<file path="config.mk">
export PLATFORM = sky130hd
export DESIGN_NAME = led_shift_router
export DESIGN_NICKNAME = d
export VERILOG_FILES = /design/src/rtl/led_sr_pkg.sv /design/src/rtl/led_edge_sync.sv /design/src/rtl/led_shift_core.sv /design/src/rtl/led_latch_router.sv /design/src/rtl/led_shift_router.sv
export SDC_FILE = /design/constraint.sdc
export NUM_CORES = 2
export LEC_CHECK = 0
export ABC_AREA = 1
export CORE_AREA = 8 8 267 269
export DETAILED_ROUTE_END_ITERATION = 8
export DIE_AREA = 0 0 275 277
export PLACE_DENSITY = 0.75
export SYNTH_ARGS = -nofsm -noshare
export SYNTH_HDL_FRONTEND = slang
export SYNTH_SLANG_ARGS = --single-unit
</file>
<file path="constraint.sdc">
create_clock -name clk -period 1.4 [get_ports clk]
set_input_delay 0.28 -clock clk [delete_from_list [all_inputs] [get_ports clk]]
set_output_delay 0.28 -clock clk [all_outputs]
set_load 0.05 [all_outputs]
</file>
<file path="src/rtl/led_sr_pkg.sv">
package led_sr_pkg;
  // lowest chain bit of a channel field
  function automatic int field_lsb(input int ch, input int width);
    return ch * width;
  endfunction

  // channel count of a chain of given length
  function automatic int chan_count(input int len, input int width);
    return len / width;
  endfunction
endpackage

</file>
<file path="src/rtl/led_edge_sync.sv">
module led_edge_sync (
  input  logic clk,
  input  logic rst_n,
  input  logic async_i,
  output logic level_o,
  output logic rise_o
);
  logic [2:0] stg_q;

  always_ff @(posedge clk) begin
    if (!rst_n) stg_q <= '0;
    else        stg_q <= {stg_q[1:0], async_i};
  end

  assign level_o = stg_q[1];
  assign rise_o  = stg_q[1] & ~stg_q[2];
endmodule

</file>
<file path="src/rtl/led_shift_core.sv">
module led_shift_core #(
  parameter int SR_LEN = 288
) (
  input  logic              clk,
  input  logic              rst_n,
  input  logic              shift_evt_i,
  input  logic              din_i,
  input  logic              strobe_lvl_i,
  output logic [SR_LEN-1:0] chain_o,
  output logic              sel_o
);
  logic [SR_LEN-1:0] chain_q;
  logic              sel_q;

  always_ff @(posedge clk) begin
    if (!rst_n) begin
      chain_q <= '0;
      sel_q   <= 1'b0;
    end else if (shift_evt_i) begin
      chain_q <= {chain_q[SR_LEN-2:0], din_i};
      sel_q   <= strobe_lvl_i;
    end
  end

  assign chain_o = chain_q;
  assign sel_o   = sel_q;
endmodule

</file>
<file path="src/rtl/led_latch_router.sv">
module led_latch_router #(
  parameter int SR_LEN      = 288,
  parameter int CFG_LAT_LEN = 199,
  parameter int CFG_SR_LEN  = 216
) (
  input  logic                  clk,
  input  logic                  rst_n,
  input  logic                  gs_evt_i,
  input  logic                  cfg_evt_i,
  input  logic                  blank_i,
  input  logic [SR_LEN-1:0]     chain_i,
  output logic [SR_LEN-1:0]     gs_o,
  output logic [CFG_LAT_LEN-1:0] cfg_lat_o,
  output logic [CFG_SR_LEN-1:0] cfg_sr_o,
  output logic                  warn_o
);
  localparam int UPPER_W = CFG_SR_LEN - CFG_LAT_LEN;

  logic [SR_LEN-1:0]      gs_q;
  logic [CFG_LAT_LEN-1:0] lat_q;
  logic [UPPER_W-1:0]     upper_q;
  logic                   warn_q;

  always_ff @(posedge clk) begin
    if (!rst_n) begin
      gs_q    <= '0;
      lat_q   <= '0;
      upper_q <= '0;
      warn_q  <= 1'b0;
    end else begin
      warn_q <= gs_evt_i & blank_i;
      if (gs_evt_i) gs_q <= chain_i;
      if (cfg_evt_i) begin
        lat_q   <= chain_i[CFG_LAT_LEN-1:0];
        upper_q <= chain_i[CFG_SR_LEN-1:CFG_LAT_LEN];
      end
    end
  end

  assign gs_o      = gs_q;
  assign cfg_lat_o = lat_q;
  assign cfg_sr_o  = {upper_q, {CFG_LAT_LEN{1'b0}}};
  assign warn_o    = warn_q;
endmodule

</file>
<file path="src/rtl/led_shift_router.sv">
module led_shift_router #(
  parameter int SR_LEN      = 288,
  parameter int CH_W        = 12,
  parameter int CFG_LAT_LEN = 199,
  parameter int CFG_SR_LEN  = 216
) (
  input  logic                                                   clk,
  input  logic                                                   rst_n,
  input  logic                                                   ser_clk_i,
  input  logic                                                   ser_din_i,
  input  logic                                                   strobe_i,
  input  logic                                                   blank_i,
  output logic                                                   ser_dout_o,
  output logic [led_sr_pkg::chan_count(SR_LEN, CH_W)-1:0][CH_W-1:0] gs_chan_o,
  output logic [CFG_LAT_LEN-1:0]                                 cfg_lat_o,
  output logic [CFG_SR_LEN-1:0]                                  cfg_sr_o,
  output logic                                                   gs_warn_o
);
  import led_sr_pkg::*;
  localparam int N_CH = chan_count(SR_LEN, CH_W);

  // named internal events, observed by the checker
  logic              sh_evt;
  logic              strb_evt;
  logic              strb_lvl;
  logic              sel_q;
  logic              gs_evt;
  logic              cfg_evt;
  logic [SR_LEN-1:0] sr_q;
  logic [SR_LEN-1:0] gs_q;
  logic              sck_lvl_unused;

  led_edge_sync u_sck_sync (
    .clk(clk), .rst_n(rst_n), .async_i(ser_clk_i),
    .level_o(sck_lvl_unused), .rise_o(sh_evt)
  );

  led_edge_sync u_strb_sync (
    .clk(clk), .rst_n(rst_n), .async_i(strobe_i),
    .level_o(strb_lvl), .rise_o(strb_evt)
  );

  led_shift_core #(.SR_LEN(SR_LEN)) u_core (
    .clk(clk), .rst_n(rst_n), .shift_evt_i(sh_evt), .din_i(ser_din_i),
    .strobe_lvl_i(strb_lvl), .chain_o(sr_q), .sel_o(sel_q)
  );

  assign gs_evt  = strb_evt & ~sel_q;
  assign cfg_evt = strb_evt &  sel_q;

  led_latch_router #(
    .SR_LEN(SR_LEN), .CFG_LAT_LEN(CFG_LAT_LEN), .CFG_SR_LEN(CFG_SR_LEN)
  ) u_route (
    .clk(clk), .rst_n(rst_n), .gs_evt_i(gs_evt), .cfg_evt_i(cfg_evt),
    .blank_i(blank_i), .chain_i(sr_q), .gs_o(gs_q), .cfg_lat_o(cfg_lat_o),
    .cfg_sr_o(cfg_sr_o), .warn_o(gs_warn_o)
  );

  assign ser_dout_o = sr_q[SR_LEN-1];

  for (genvar ch = 0; ch < N_CH; ch++) begin : g_chan
    assign gs_chan_o[ch] = gs_q[field_lsb(ch, CH_W) +: CH_W];
  end
endmodule

</file>
; Word level (Yosys, flattened, before mapping)
; Cells that the tools add are included.
[word_totals]
mem_count = 0
latch_bits = 0
inputBits = 6
elab_cells = 16
mem_bits_ro = 0
out_inout_bits = 705
ram_bits = 0
regBits = 800
[op_classes]
n_lt_le_gt_ge = 0
shifts = 0
multipliers = 0
n_reduce_logical = 0
n_eq_ne = 0
n_div = 0
n_addsub = 0
muxes = 0
n_bitwise = 8
[ops]
columns = op, count
row1 = $and 1x1->1, 5
row2 = $not 1->1, 3

; Longest topological paths before layout
[depth]
depth_word = 4
ltp_mapped = 8
mapped_depth_nobuf = 5

; By module
; From an unflattened synthesis, not the netlist that was laid out.
[unflattened]
cells_unflattened = 5034
area_unflattened_um2 = 33597.2
[modules_own_cells]
columns = mod, area_per_inst_um2, cells_per_inst, instances, seq_area_each_um2
row1 = led_latch_router, 21663.3, 3178, 1, 10109.7
row2 = led_shift_core, 11731.3, 1830, 1, 5785.5
row3 = led_edge_sync, 92.6, 11, 2, 60.1
row4 = led_shift_router, 17.5, 4, 1, 0.0

; Least setup slack after synthesis
; OpenSTA, ideal clock, no wires.
[synth_timing]
path_type = flip-flop to flip-flop
from = register u_sck_sync.stg_q[2]
to = register u_core.chain_q[278] (netlist: u_core.chain_o[278])
required_ns = 1.284
synth_period_minus_slack_ns = 1.173
setup_time_ns = 0.116
arrival_time_ns = 1.057
stages_incl_launch_ff = 9
path_buffers = 3
slack_ns = 0.227
cell_sequence = dfxtp_1 inv_1 nand2_1 buf_6 clkinv_2 buf_2 buf_4 nor2_1 nor2_1
[synth_via]
elab_chain_len = 2
[synth_rtl]
columns = item, line
row1 = start: declaration, led_edge_sync.sv:8  ; logic [2:0] stg_q;
row2 = start signal: assignment, led_edge_sync.sv:12  ; else stg_q <= {stg_q[1:0], async_i};
row3 = $not 1->1, led_edge_sync.sv:16  ; assign rise_o = stg_q[1] & ~stg_q[2];
row4 = $and 1x1->1, led_edge_sync.sv:16
row5 = end signal: assignment, led_shift_core.sv:20  ; chain_q <= {chain_q[SR_LEN-2:0], din_i};
row6 = end: declaration, led_shift_core.sv:12  ; logic [SR_LEN-1:0] chain_q;
; Every way passes these cells.
; A chain may end at the register's enable or synchronous reset.

; Worst setup path in the final report
[layout_timing]
from = register u_strb_sync.stg_q[2]
to = register u_route.gs_q[105] (netlist: u_route.gs_o[105])
[layout_via]
elab_chain_len = 3
[layout_rtl]
columns = item, line
row1 = start: declaration, led_edge_sync.sv:8
row2 = start signal: assignment, led_edge_sync.sv:12
row3 = $not 1->1, led_edge_sync.sv:16
row4 = $and 1x1->1, led_edge_sync.sv:16
row5 = $and 1x1->1, led_shift_router.sv:48  ; assign gs_evt = strb_evt & ~sel_q;
row6 = end signal: assignment, led_latch_router.sv:32  ; if (gs_evt_i) gs_q <= chain_i;
row7 = end: declaration, led_latch_router.sv:19  ; logic [SR_LEN-1:0] gs_q;
; Every way passes these cells.

==> impl_table.tex <==
\begin{tabular}{lr}
\hline
Metric & Value \\
\hline
\multicolumn{2}{l}{\textbf{Run status}} \\
\quad Status & finished, violations left \\
\quad Violations in the final reports & setup timing \\
\multicolumn{2}{l}{\textbf{Setup path}} \\
\quad Crit-path max FO & 11 \\
\quad CP Data Arrival Time & 1960 ps \\
\quad Launching element type of the critical path & flip-flop \\
\quad Critical path class & reg -> reg \\
\quad Required time at the endpoint of the critical path & 1900 ps \\
\quad Crit path capture type & flip-flop \\
\multicolumn{2}{l}{\textbf{STA}} \\
\quad Max Slew Vio Count & 0 \\
\quad Number of endpoints failing setup at the final stage & 95 \\
\quad Min cycle time layout & 1470 ps \\
\quad Period utilization & 105\% \\
\quad Final hold violation count & 0 \\
\quad RSZ-0062 raised after global routing & true \\
\quad Final hold slack & 213 ps \\
\quad Min setup slack post-route & -67.3 ps \\
\quad Fmax achieved & 682 MHz \\
\quad Post-Route Skew & 24.2 ps \\
\quad Post-Route Setup TNS & -636 ps \\
\multicolumn{2}{l}{\textbf{Cells and area}} \\
\quad Most common cell after layout, fill and taps aside & sky130\_fd\_sc\_hd\_\_nor2\_1 \\
\quad Post-route cell area & 47900 µm² \\
\quad N\_diodes & 0 \\
\quad Top library cells by usage in the layout, fill and taps aside & sky130\_fd\_sc\_hd\_\_nor2\_1 (1551), sky130\_fd\_sc\_hd\_\_nand2\_1 (998), sky130\_fd\_sc\_hd\_\_buf\_12 (539) \\
\quad Filler cell count & 4404 \\
\quad Multi-input logic area & 12200 µm² \\
\quad Number of non-filler instances in the completed layout & 6167 \\
\quad Layout Area Growth over Synthesis & 50.2\% \\
\quad Final standard cell utilization of the core & 71.8\% \\
\quad Number of nets in the layout & 5235 \\
\quad Storage element area & 16900 µm² \\
\quad Share of final-layout standard cells stronger than drive strength 1 & 27.1\% \\
\multicolumn{2}{l}{\textbf{Clock network}} \\
\quad Largest buffer count on any clock path & 3 \\
\quad TritonCTS clock tree & done \\
\quad Root buffer cell & sky130\_fd\_sc\_hd\_\_clkbuf\_16 \\
\quad Insertion delay of the later-clocked pin in the worst-skew pair & 620 ps \\
\quad Number of buffers added by the clock tree synthesis step & 82 \\
\quad Deepest level of the CTS H-tree & 3 \\
\quad Clock-pin slew reported for the worst setup and hold paths after clock tree synthesis & 70 ps \\
\quad Total clock sinks & 800 \\
\multicolumn{2}{l}{\textbf{Synthesis}} \\
\quad Warning count from the yosys run & 0 \\
\quad Top cell type by total area after synthesis & sky130\_fd\_sc\_hd\_\_dfxtp\_1 \\
\quad Number of distinct library cell variants in the gate-level netlist after synthesis & 15 \\
\quad Syn Area/Cell & 6.83 µm² \\
\quad Synth Instances & 4671 \\
\quad Sequential element share of the synthesized area & 50.2\% \\
\quad Area contributors post-synth & sky130\_fd\_sc\_hd\_\_dfxtp\_1 (50\%), sky130\_fd\_sc\_hd\_\_nor2\_1 (19\%), sky130\_fd\_sc\_hd\_\_nand2\_1 (12\%) \\
\quad Synthesis-stage register bit count & 800 \\
\quad Portion of synthesized cell area occupied by the leading cell type & 50.2\% \\
\quad Post-synthesis instance area & 31900 µm² \\
\multicolumn{2}{l}{\textbf{Placement}} \\
\quad Cells after DPL & 5889 \\
\quad Port Buf Inserts & 511 \\
\quad Post-placement cell area & 42500 µm² \\
\quad Half-perimeter wire length after detailed placement & 63.7 mm \\
\quad Final Wtd Congestion & 0.841 \\
\multicolumn{2}{l}{\textbf{Floorplan}} \\
\quad Die height & 277 µm \\
\quad Total die area & 76200 µm² \\
\quad Placeable core area & 66800 µm² \\
\quad Initial cell density of the core & 47.8\% \\
\quad Number of core rows & 95 \\
\quad Number of top-level pins & 711 \\
\quad Die X & 275 µm \\
\multicolumn{2}{l}{\textbf{Route}} \\
\quad Vias after detailed routing & 29.4k \\
\quad Via-per-instance ratio & 4.77 \\
\quad Starting DRC count in detailed routing & 2424 \\
\quad Routed wire length per instance & 16.5 µm \\
\quad Post-detailed-routing wire length & 102 mm \\
\quad Antenna Nets Post-Route & 0 \\
\quad Remaining DRCs & 0 \\
\quad First-pass iteration count of the detailed router & 7 \\
\multicolumn{2}{l}{\textbf{Power and ir drop}} \\
\quad Max IR drop VDD & 1.13 mV \\
\quad Total power per unit cell area & 1150 nW/µm² \\
\quad Leakage Power & 23.9 nW \\
\multicolumn{2}{l}{\textbf{Global route}} \\
\quad Pin count of the biggest net entering global routing & 110 \\
\quad Number of antenna violations at the first check in global routing & 0 \\
\quad Overall fraction of global-route tracks in use & 23.4\% \\
\quad Vias in the first global route & 27.0k \\
\quad Total gr overflow & 0 \\
\quad First-pass GRT wire length & 146 mm \\
\multicolumn{2}{l}{\textbf{Worst hold path}} \\
\quad Hold WC Path Type & in -> reg \\
\multicolumn{2}{l}{\textbf{Job}} \\
\quad \# Max-Cap Violations & 0 \\
\hline
\end{tabular}
## layer usage
layer  global-route usage, %  up-vias  routed length (µm)
met2                    40.0     1202               49500
met5                       0        -                   0
li1                        -    14400                   -
met1                    26.9    13500               38600
met4                    11.3        0                4850
met3                    6.30      252                8790
## through the flow
step           worst slack [ps]  total power [mW]
6_report                  -67.3              55.2
5_1_grt                    -141              57.1
3_5_place_dp              -17.9              33.0
4_1_cts                   -65.5              55.0
2_1_floorplan               227              30.2
3_3_place_gp               27.4              32.8
## cell families after synthesis
kind of cell / count (synthesis) / share of synthesized area [%]
and+or+nand+nor: 2605 / 30.7
buffers and inverters: 976 / 14.6
DFF: 800 / 50.2
AOI/OAI and AO/OA: 289 / 4.53
other: 1 / 0.0117
## state kept, by name, indices dropped and copies added, names as in the netlist
name / flops
u_core.sel_o: 1
u_sck_sync.stg_q: 3
u_route.upper_q: 17
u_route.gs_o: 288
u_route.cfg_lat_o: 199
u_strb_sync.stg_q: 3
u_route.warn_o: 1
u_core.chain_o: 288
## path summary, 6_finish.rpt
check                                  start                         endpoint  slack, ps  cells after the start
max          u_strb_sync.stg_q[2]$_SDFF_PN0_   u_route.gs_o[105]$_SDFFE_PN0P_        -70                      8
min                                  blank_i        u_route.warn_o$_SDFF_PN0_        210                      3
max reg2reg  u_strb_sync.stg_q[2]$_SDFF_PN0_   u_route.gs_o[105]$_SDFFE_PN0P_        -70                      8
min reg2reg  u_strb_sync.stg_q[0]$_SDFF_PN0_  u_strb_sync.stg_q[1]$_SDFF_PN0_        410                      2
## Yosys cell counts, drive strengths merged
cell and n:
clkbuf 87, conb 1, nor2 1587, inv 513
nand2 1016, nand3 2, clkinv 1, dfxtp 800
o21ai 289, buf 375
## where the power goes
part / leakage, nW / switching, mW / total [mW] / internal, mW
registers: 6.78 / 1.08 / 24.7 / 23.6
clock network: 1.34 / 9.31 / 22.1 / 12.8
logic: 15.8 / 5.25 / 8.38 / 3.13
total: 23.9 / 15.6 / 55.2 / 39.6
## worst max-delay path: stages (launching register included)
cell and delay [ps]:
sky130_fd_sc_hd__dfxtp_2 310, sky130_fd_sc_hd__inv_2 70, sky130_fd_sc_hd__buf_6 100, sky130_fd_sc_hd__nand3_4 70
sky130_fd_sc_hd__buf_12 170, sky130_fd_sc_hd__clkbuf_16 200, sky130_fd_sc_hd__clkbuf_16 180, sky130_fd_sc_hd__nor2_1 160
sky130_fd_sc_hd__nor2_1 90
## timing repair
item                                    in CTS  in global routing
cloned                                       3                 26
gates resized for setup                    589                134
pin swaps                                    1                  6
hold buffers                                 1                  0
hold endpoints to repair                     8                  0
buffers inserted                            36                 64
endpoints found under the setup margin     513                780
## cell type report
type,count,area share [%]
clock buffers,117,4.96
clock inverters,32,0.718
inverters,514,4.08
multi-input cells,3093,25.3
flip-flops and latches,800,35.3
well taps,873,2.28
repair buffers,737,27.3
repair inverters,1,0.0235
(Power assumes the default switching activity.)
